### config.mk
export PLATFORM = sky130hd
export DESIGN_NAME = idct8_core
export DESIGN_NICKNAME = d
export VERILOG_FILES = /design/src/rtl/idct8_pkg.sv /design/src/rtl/idct8_front.sv /design/src/rtl/idct8_back.sv /design/src/rtl/idct8_stage_reg.sv /design/src/rtl/idct8_core.sv
export SDC_FILE = /design/constraint.sdc
export NUM_CORES = 2
export LEC_CHECK = 0
export BUFFER_PORTS_ARGS = -buffer_cell sky130_fd_sc_hd__buf_2
export CAP_MARGIN = 10
export CORE_MARGIN = 8
export CORE_UTILIZATION = 65
export CTS_BUF_LIST = sky130_fd_sc_hd__clkbuf_8
export DETAILED_ROUTE_END_ITERATION = 10
export GPL_ROUTABILITY_DRIVEN = 0
export PLACE_DENSITY = 0.83
export RECOVER_POWER = 100
export REMOVE_ABC_BUFFERS = 1
export SLEW_MARGIN = 25
export SYNTH_ARGS = -nofsm -noshare
export SYNTH_HDL_FRONTEND = slang
export SYNTH_SLANG_ARGS = --single-unit
### constraint.sdc
create_clock -name clk -period 35.7 [get_ports clk]
set_input_delay 5.355 -clock clk [delete_from_list [all_inputs] [get_ports clk]]
set_output_delay 5.355 -clock clk [all_outputs]
set_load 0.01 [all_outputs]
### src/rtl/idct8_pkg.sv
package idct8_pkg;

    localparam int SMP_W    = 16;
    localparam int N_LANES  = 8;
    localparam int PROD_W   = 2 * SMP_W;
    localparam int Q_SHIFT  = SMP_W - 1;
    localparam int BUS_W    = N_LANES * SMP_W;

    typedef logic signed [SMP_W-1:0]  smp_t;
    typedef logic signed [PROD_W-1:0] wide_t;
    typedef logic [N_LANES-1:0][SMP_W-1:0] bus_t;

    localparam smp_t SMP_MAX = smp_t'((1 << (SMP_W - 1)) - 1);
    localparam smp_t SMP_MIN = smp_t'(-(1 << (SMP_W - 1)));
    localparam wide_t RND    = wide_t'(1) <<< (Q_SHIFT - 1);

    // Butterfly rotation constants (Q15)
    localparam smp_t K_C4  = smp_t'(23170);
    localparam smp_t K_A0  = smp_t'(13573);
    localparam smp_t K_A1  = smp_t'(6518);
    localparam smp_t K_A2  = smp_t'(21895);
    localparam smp_t K_NC4 = smp_t'(-23170);
    localparam smp_t K_NA2 = smp_t'(-21895);

    // Values carried between the first and second half of the network
    typedef struct packed {
        smp_t e_sum;   // even sum path
        smp_t e_dif;   // even difference path
        smp_t e_rot;   // rotated even pair, plus
        smp_t e_rtn;   // rotated even pair, minus
        smp_t o_sum;   // odd outer sum
        smp_t o_dif;   // odd outer difference
        smp_t o_isum;  // odd inner sum
        smp_t o_idif;  // odd inner difference
    } mid_t;

    function automatic smp_t clamp16(input wide_t v);
        if (v > wide_t'(SMP_MAX))      return SMP_MAX;
        else if (v < wide_t'(SMP_MIN)) return SMP_MIN;
        else                           return smp_t'(v);
    endfunction

    function automatic smp_t sadd(input smp_t a, input smp_t b);
        wide_t s;
        s = wide_t'(a) + wide_t'(b);
        return clamp16(s);
    endfunction

    function automatic smp_t ssub(input smp_t a, input smp_t b);
        wide_t s;
        s = wide_t'(a) - wide_t'(b);
        return clamp16(s);
    endfunction

    // Q15 product with rounding, then accumulate and clamp
    function automatic smp_t qmac(input smp_t k, input smp_t x, input smp_t c);
        wide_t p;
        p = wide_t'(k) * wide_t'(x);
        p = (p + RND) >>> Q_SHIFT;
        p = p + wide_t'(c);
        return clamp16(p);
    endfunction

endpackage

### src/rtl/idct8_front.sv
module idct8_front
    import idct8_pkg::*;
(
    input  bus_t x_bus,
    output mid_t mid
);
    smp_t x [N_LANES];

    for (genvar g = 0; g < N_LANES; g++) begin : g_unpack
        assign x[g] = smp_t'(x_bus[g]);
    end

    smp_t s1_p, s1_q, s1_r, s1_s;

    always_comb begin
        // stage one: odd rotations
        s1_p = qmac(K_A1,  x[7], x[1]);
        s1_q = qmac(K_A1,  x[1], ssub(smp_t'(0), x[7]));
        s1_r = qmac(K_A2,  x[5], x[3]);
        s1_s = qmac(K_NA2, x[3], x[5]);
        // stage two: even butterflies and odd recombination
        mid.e_sum  = sadd(x[0], x[4]);
        mid.e_dif  = ssub(x[0], x[4]);
        mid.e_rot  = qmac(K_A0, x[6], x[2]);
        mid.e_rtn  = qmac(K_A0, x[2], ssub(smp_t'(0), x[6]));
        mid.o_isum = sadd(s1_q, s1_s);
        mid.o_idif = ssub(s1_q, s1_s);
        mid.o_dif  = ssub(s1_p, s1_r);
        mid.o_sum  = sadd(s1_p, s1_r);
    end

    // zero in gives zero at the midpoint
    always_comb begin
        if (x_bus == '0)
            assert_zero_front_R6: assert (mid == '0)
                else $error("front stage: zero input produced non-zero midpoint");
    end

endmodule

### src/rtl/idct8_back.sv
module idct8_back
    import idct8_pkg::*;
(
    input  mid_t mid,
    output bus_t y_bus
);
    smp_t y [N_LANES];
    smp_t u_ev_p, u_ev_m, u_od_p, u_od_m, v_rot_m, v_rot_p;

    always_comb begin
        // stage three
        u_ev_p  = sadd(mid.e_sum, mid.e_rot);
        u_ev_m  = ssub(mid.e_sum, mid.e_rot);
        u_od_p  = sadd(mid.e_dif, mid.e_rtn);
        u_od_m  = ssub(mid.e_dif, mid.e_rtn);
        v_rot_m = ssub(mid.o_dif, mid.o_idif);
        v_rot_p = sadd(mid.o_dif, mid.o_idif);
        // stage four
        y[0] = sadd(u_ev_p, mid.o_sum);
        y[7] = ssub(u_ev_p, mid.o_sum);
        y[1] = qmac(K_C4,  v_rot_p, u_od_p);
        y[6] = qmac(K_NC4, v_rot_p, u_od_p);
        y[2] = qmac(K_C4,  v_rot_m, u_od_m);
        y[5] = qmac(K_NC4, v_rot_m, u_od_m);
        y[3] = sadd(u_ev_m, mid.o_isum);
        y[4] = ssub(u_ev_m, mid.o_isum);
    end

    for (genvar g = 0; g < N_LANES; g++) begin : g_pack
        assign y_bus[g] = y[g];
    end

    // zero midpoint gives zero output
    always_comb begin
        if (mid == '0)
            assert_zero_back_R6: assert (y_bus == '0)
                else $error("back stage: zero midpoint produced non-zero output");
    end

endmodule

### src/rtl/idct8_stage_reg.sv
module idct8_stage_reg #(
    parameter int W = 16
) (
    input  logic         clk,
    input  logic         rst,
    input  logic         ld,
    input  logic [W-1:0] d,
    output logic [W-1:0] q
);
    always_ff @(posedge clk) begin
        if (rst)     q <= '0;
        else if (ld) q <= d;
    end

    // an unloaded register holds its value
    assert_hold_idle_R7: assert property (@(posedge clk) disable iff (rst)
        !ld |=> $stable(q))
        else $error("stage register changed without load");

endmodule

### src/rtl/idct8_core.sv
module idct8_core
    import idct8_pkg::*;
(
    input  logic                  clk,
    input  logic                  rst,
    input  logic                  in_valid,
    input  logic [BUS_W-1:0]      in_coef,
    output logic                  out_valid,
    output logic [BUS_W-1:0]      out_coef
);
    localparam int MID_W = $bits(mid_t);

    bus_t            x_bus, y_bus;
    mid_t            mid_d, mid_q;
    logic [MID_W-1:0] mid_qv;
    logic            mid_valid;

    assign x_bus = in_coef;

    idct8_front u_front (.x_bus(x_bus), .mid(mid_d));

    idct8_stage_reg #(.W(MID_W)) u_mid_reg (
        .clk(clk), .rst(rst), .ld(in_valid), .d(mid_d), .q(mid_qv)
    );
    assign mid_q = mid_t'(mid_qv);

    idct8_back u_back (.mid(mid_q), .y_bus(y_bus));

    idct8_stage_reg #(.W(BUS_W)) u_out_reg (
        .clk(clk), .rst(rst), .ld(mid_valid), .d(y_bus), .q(out_coef)
    );

    always_ff @(posedge clk) begin
        if (rst) begin
            mid_valid <= 1'b0;
            out_valid <= 1'b0;
        end else begin
            mid_valid <= in_valid;
            out_valid <= mid_valid;
        end
    end

    // ---- checking support: edges since reset, capped at two ----
    logic [1:0] warm_cnt;
    logic       dc_in;
    always_ff @(posedge clk) begin
        if (rst)                 warm_cnt <= 2'd0;
        else if (warm_cnt != 2'd2) warm_cnt <= warm_cnt + 2'd1;
    end
    assign dc_in = (in_coef[BUS_W-1:SMP_W] == '0);

    assert_valid_lat_R2: assert property (@(posedge clk) disable iff (rst)
        (warm_cnt == 2'd2) |-> (out_valid == $past(in_valid, 2)))
        else $error("out_valid does not follow in_valid by two clocks");

    assert_dc_flat_R8: assert property (@(posedge clk) disable iff (rst)
        (warm_cnt == 2'd2 && $past(in_valid, 2) && $past(dc_in, 2)) |->
        (out_coef == {N_LANES{$past(in_coef[SMP_W-1:0], 2)}}))
        else $error("DC-only input did not give flat output");

    assert_out_hold_R7: assert property (@(posedge clk) disable iff (rst)
        !mid_valid |=> $stable(out_coef))
        else $error("out_coef moved with no valid vector arriving");

endmodule

==> results.toml <==
[critical_path]
r2r_start = "u_mid_reg.q[2]"
cp.required_ps = 36040
cp_common_cell = "a21oi_1"
slowest_delay_ps = 1550
worstSetupStartpointType = "primary input"
rrSetupSlack_ps = 18850
cp_num_buf_inv = 6
criticalPathCategory = "primary input to flop"
r2r_end = "u_out_reg.q[82]"
cp.arrival_ps = 19280
path_max_fanout = 29
crit_slowest_cell = "a211oi_1"
cp-end-kind = "flop"
critical_path.top_delay_family = "compound AO/OA/AOI/OAI gates"
r2r_cells = 47

[timing]
slew_headroom_pct = -138.5
grt_setup_unrepaired = "no"
hold_viol = 0
worstMarginPinSlew_ps = 3578
slew_violations = 291
fmax_ghz = 0.05279
period_share_pct = 53.06
finClkSkew_ps = 101.4
setup_viol = 0
setup_tns_ps = 0
fin_crit_ps = 18940

[synthesis]
synth_edf_count = 0
ys_ff_latch = 258
postSynthAreaPerCell_um2 = 8.596
synth.distinct_cells = 108
syn_area_um2 = 74630
yosysWarnings = 0
syn_inst = 8682
yosysSeqAreaShare_pct = 6.921
synth_top_flop_cell = "dfxtp_1"
async_reset_ff_share_pct = 0

[clocking]
cts.htree.levels = 2
cts_tree = "built"
post-cts-setup-buffers = 0
clk_pin_slew_ps = 60
cts_resized = 0
holdBufCountCts = 0
cts.sinks = 258
clk_path_buf_depth = 3
cts_made_buffers = 43
clk_latency_ps = 720
cts_root_buffer = "clkbuf_8"

[routing]
wire_per_inst_um = 18.92
drcViolationCount = 0
via_count = 61480
first_pass_iters = 6
ant_nets = 0
vias_per_cell = 5.925
totalWireLength_um = 196300
dr.first_iter.drc_count = 4897

[place]
io_buffers = 259
dpl.hpwl_um = 169100

[min_path]
min_path_cells = 2
hp-class = "flop to flop"
hp-start = "u_out_reg.q[37]"
worst_hold_path.endpoint = "u_out_reg.q[37]"

[layout]
area_delta_synth_final_pct = 4.736
nets = 11350
final_common_cell = "inv_1"
final_cell_mix = "1734 x inv_1, 1573 x ha_1, 821 x fa_1"
fill_cells = 8833
layout-drive-gt1-share_pct = 3.883

[global_routing]
antenna_found_initial = 13
grt_pass1_wl_um = 318300
met3_usage_pct = 6.313
grtUsageTotal_pct = 30.53
grt_max_degree = 108
gr-usage-met2_pct = 49.90
grt.busiest_layer = "met2"
met1_usage_pct = 39.39
grt_pass1_vias = 63420
gr-total-overflow = 0

[floorplanning]
die_w_um = 354.8
core-area_um2 = 114200
die_area_um2 = 125900
boundaryPins = 260
fp-row-count = 124
die_h_um = 354.8
initial_core_util_pct = 65.36

[outcome]
status = "finished with violations"
violations = "capacitance limit, slew limit"

[run]
maxCapViolCount = 9
## flip-flops by register name, indices dropped and copies added, names as in the netlist
| signal | cells |
|---|---|
| out_valid | 1 |
| u_mid_reg.q | 128 |
| u_out_reg.q | 128 |
| mid_valid | 1 |
## worst reg2reg max path: cells and delay by family, from the launching register on
family                     cells  cell delay, ps
AOI/OAI and AO/OA             18            6880
xor gates and xnor gates       3             640
adders and majority gates      9            3740
buffers and inverters          8            2740
DFF                            1             370
and+or+nand+nor                9            2060
## worst max-delay path by stage
stage           startpoint         endpoint  slack [ps]  depth (start not counted)
6_report       in_coef[52]   u_mid_reg.q[9]       16760                         51
5_1_grt        in_coef[52]   u_mid_reg.q[9]       15930                         51
4_1_cts        in_coef[52]  u_mid_reg.q[18]       18220                         51
3_5_place_dp   in_coef[52]  u_mid_reg.q[18]       17620                         51
3_3_place_gp   in_coef[52]  u_mid_reg.q[17]       17830                         50
2_1_floorplan  in_coef[52]  u_mid_reg.q[10]       18640                         50
## synth_stat cells, types with 15 or more instances
master	count	area (um^2)
mux2i_1	21	210.2
nand2b_1	79	494.2
a221o_1	46	460.4
nor3b_1	20	150.1
fa_1	821	16440
a211oi_1	148	1111
nor4_1	23	143.9
inv_1	1726	6479
ha_1	1573	19680
nor2b_1	90	563.0
clkbuf_1	177	664.4
a21oi_1	478	2392
nand4_1	27	168.9
a21o_1	154	1156
nand3_1	116	580.6
a31oi_1	38	237.7
or3_1	37	231.5
nor3_1	138	690.7
nor2_1	509	1911
o21ai_0	380	1902
maj3_1	112	1121
o31a_1	18	157.7
o31ai_1	27	202.7
and3_1	49	306.5
o21a_1	76	570.6
dfxtp_1	258	5165
nand2_1	364	1366
a22oi_1	17	127.6
o21bai_1	69	518.0
and2_1	29	181.4
nand3b_1	17	127.6
a21boi_0	39	292.8
xor2_1	186	1629
xnor2_1	476	4169
or2_2	40	250.2
o211ai_1	24	180.2
a31o_2	15	131.4
o41ai_1	16	140.1
## stage by stage
step           area [um^2]  std cells  hold WS [ps]  setup slack, ps  util [%]
4_1_cts              78360      10370         451.8            18220     68.63
2_1_floorplan        73850       8483         450.8            18640         -
3_5_place_dp         77430      10290         437.2            17620     67.80
5_1_grt              78160      10370         491.9            15930     68.45
3_3_place_gp         77390      10290         431.6            17830     67.77
6_report             78170      10380         449.2            16760     68.45
## cells by family (layout without fill, tap and decap cells)
logic type / count (synthesis) / in the layout / synth area share [%]
DFF: 258 / 258 / 6.921
adders and majority gates: 2509 / 2509 / 49.94
AOI/OAI and AO/OA: 1702 / 1702 / 14.84
xor gates and xnor gates: 666 / 666 / 7.856
buffers and inverters: 1929 / 2105 / 9.744
muxes: 29 / 29 / 0.4024
and+or+nand+nor: 1589 / 1589 / 10.30
other: 0 / 6 / 0
## layer usage
layer | vias to the layer above | part of all wire [%]
li1 | 29100 | -
met1 | 29380 | 41
met2 | 2413 | 45
met3 | 578 | 8.9
met4 | 6 | 4.7
met5 | - | 0.023
## cell type report
cell class	instances	area (um^2)	share of cell area, %
clock inverters	26	236.5	0.3025
repair buffers	298	1405	1.798
clock buffers	51	701.9	0.8980
inverters	1730	6494	8.308
diodes	6	15.01	0.01921
multi-input cells	6495	62250	79.64
flip-flops and latches	258	5169	6.613
well taps	1512	1892	2.420
Power is not shown: default switching activity piles up to over one toggle a cycle in this logic, so the estimate is an artifact.
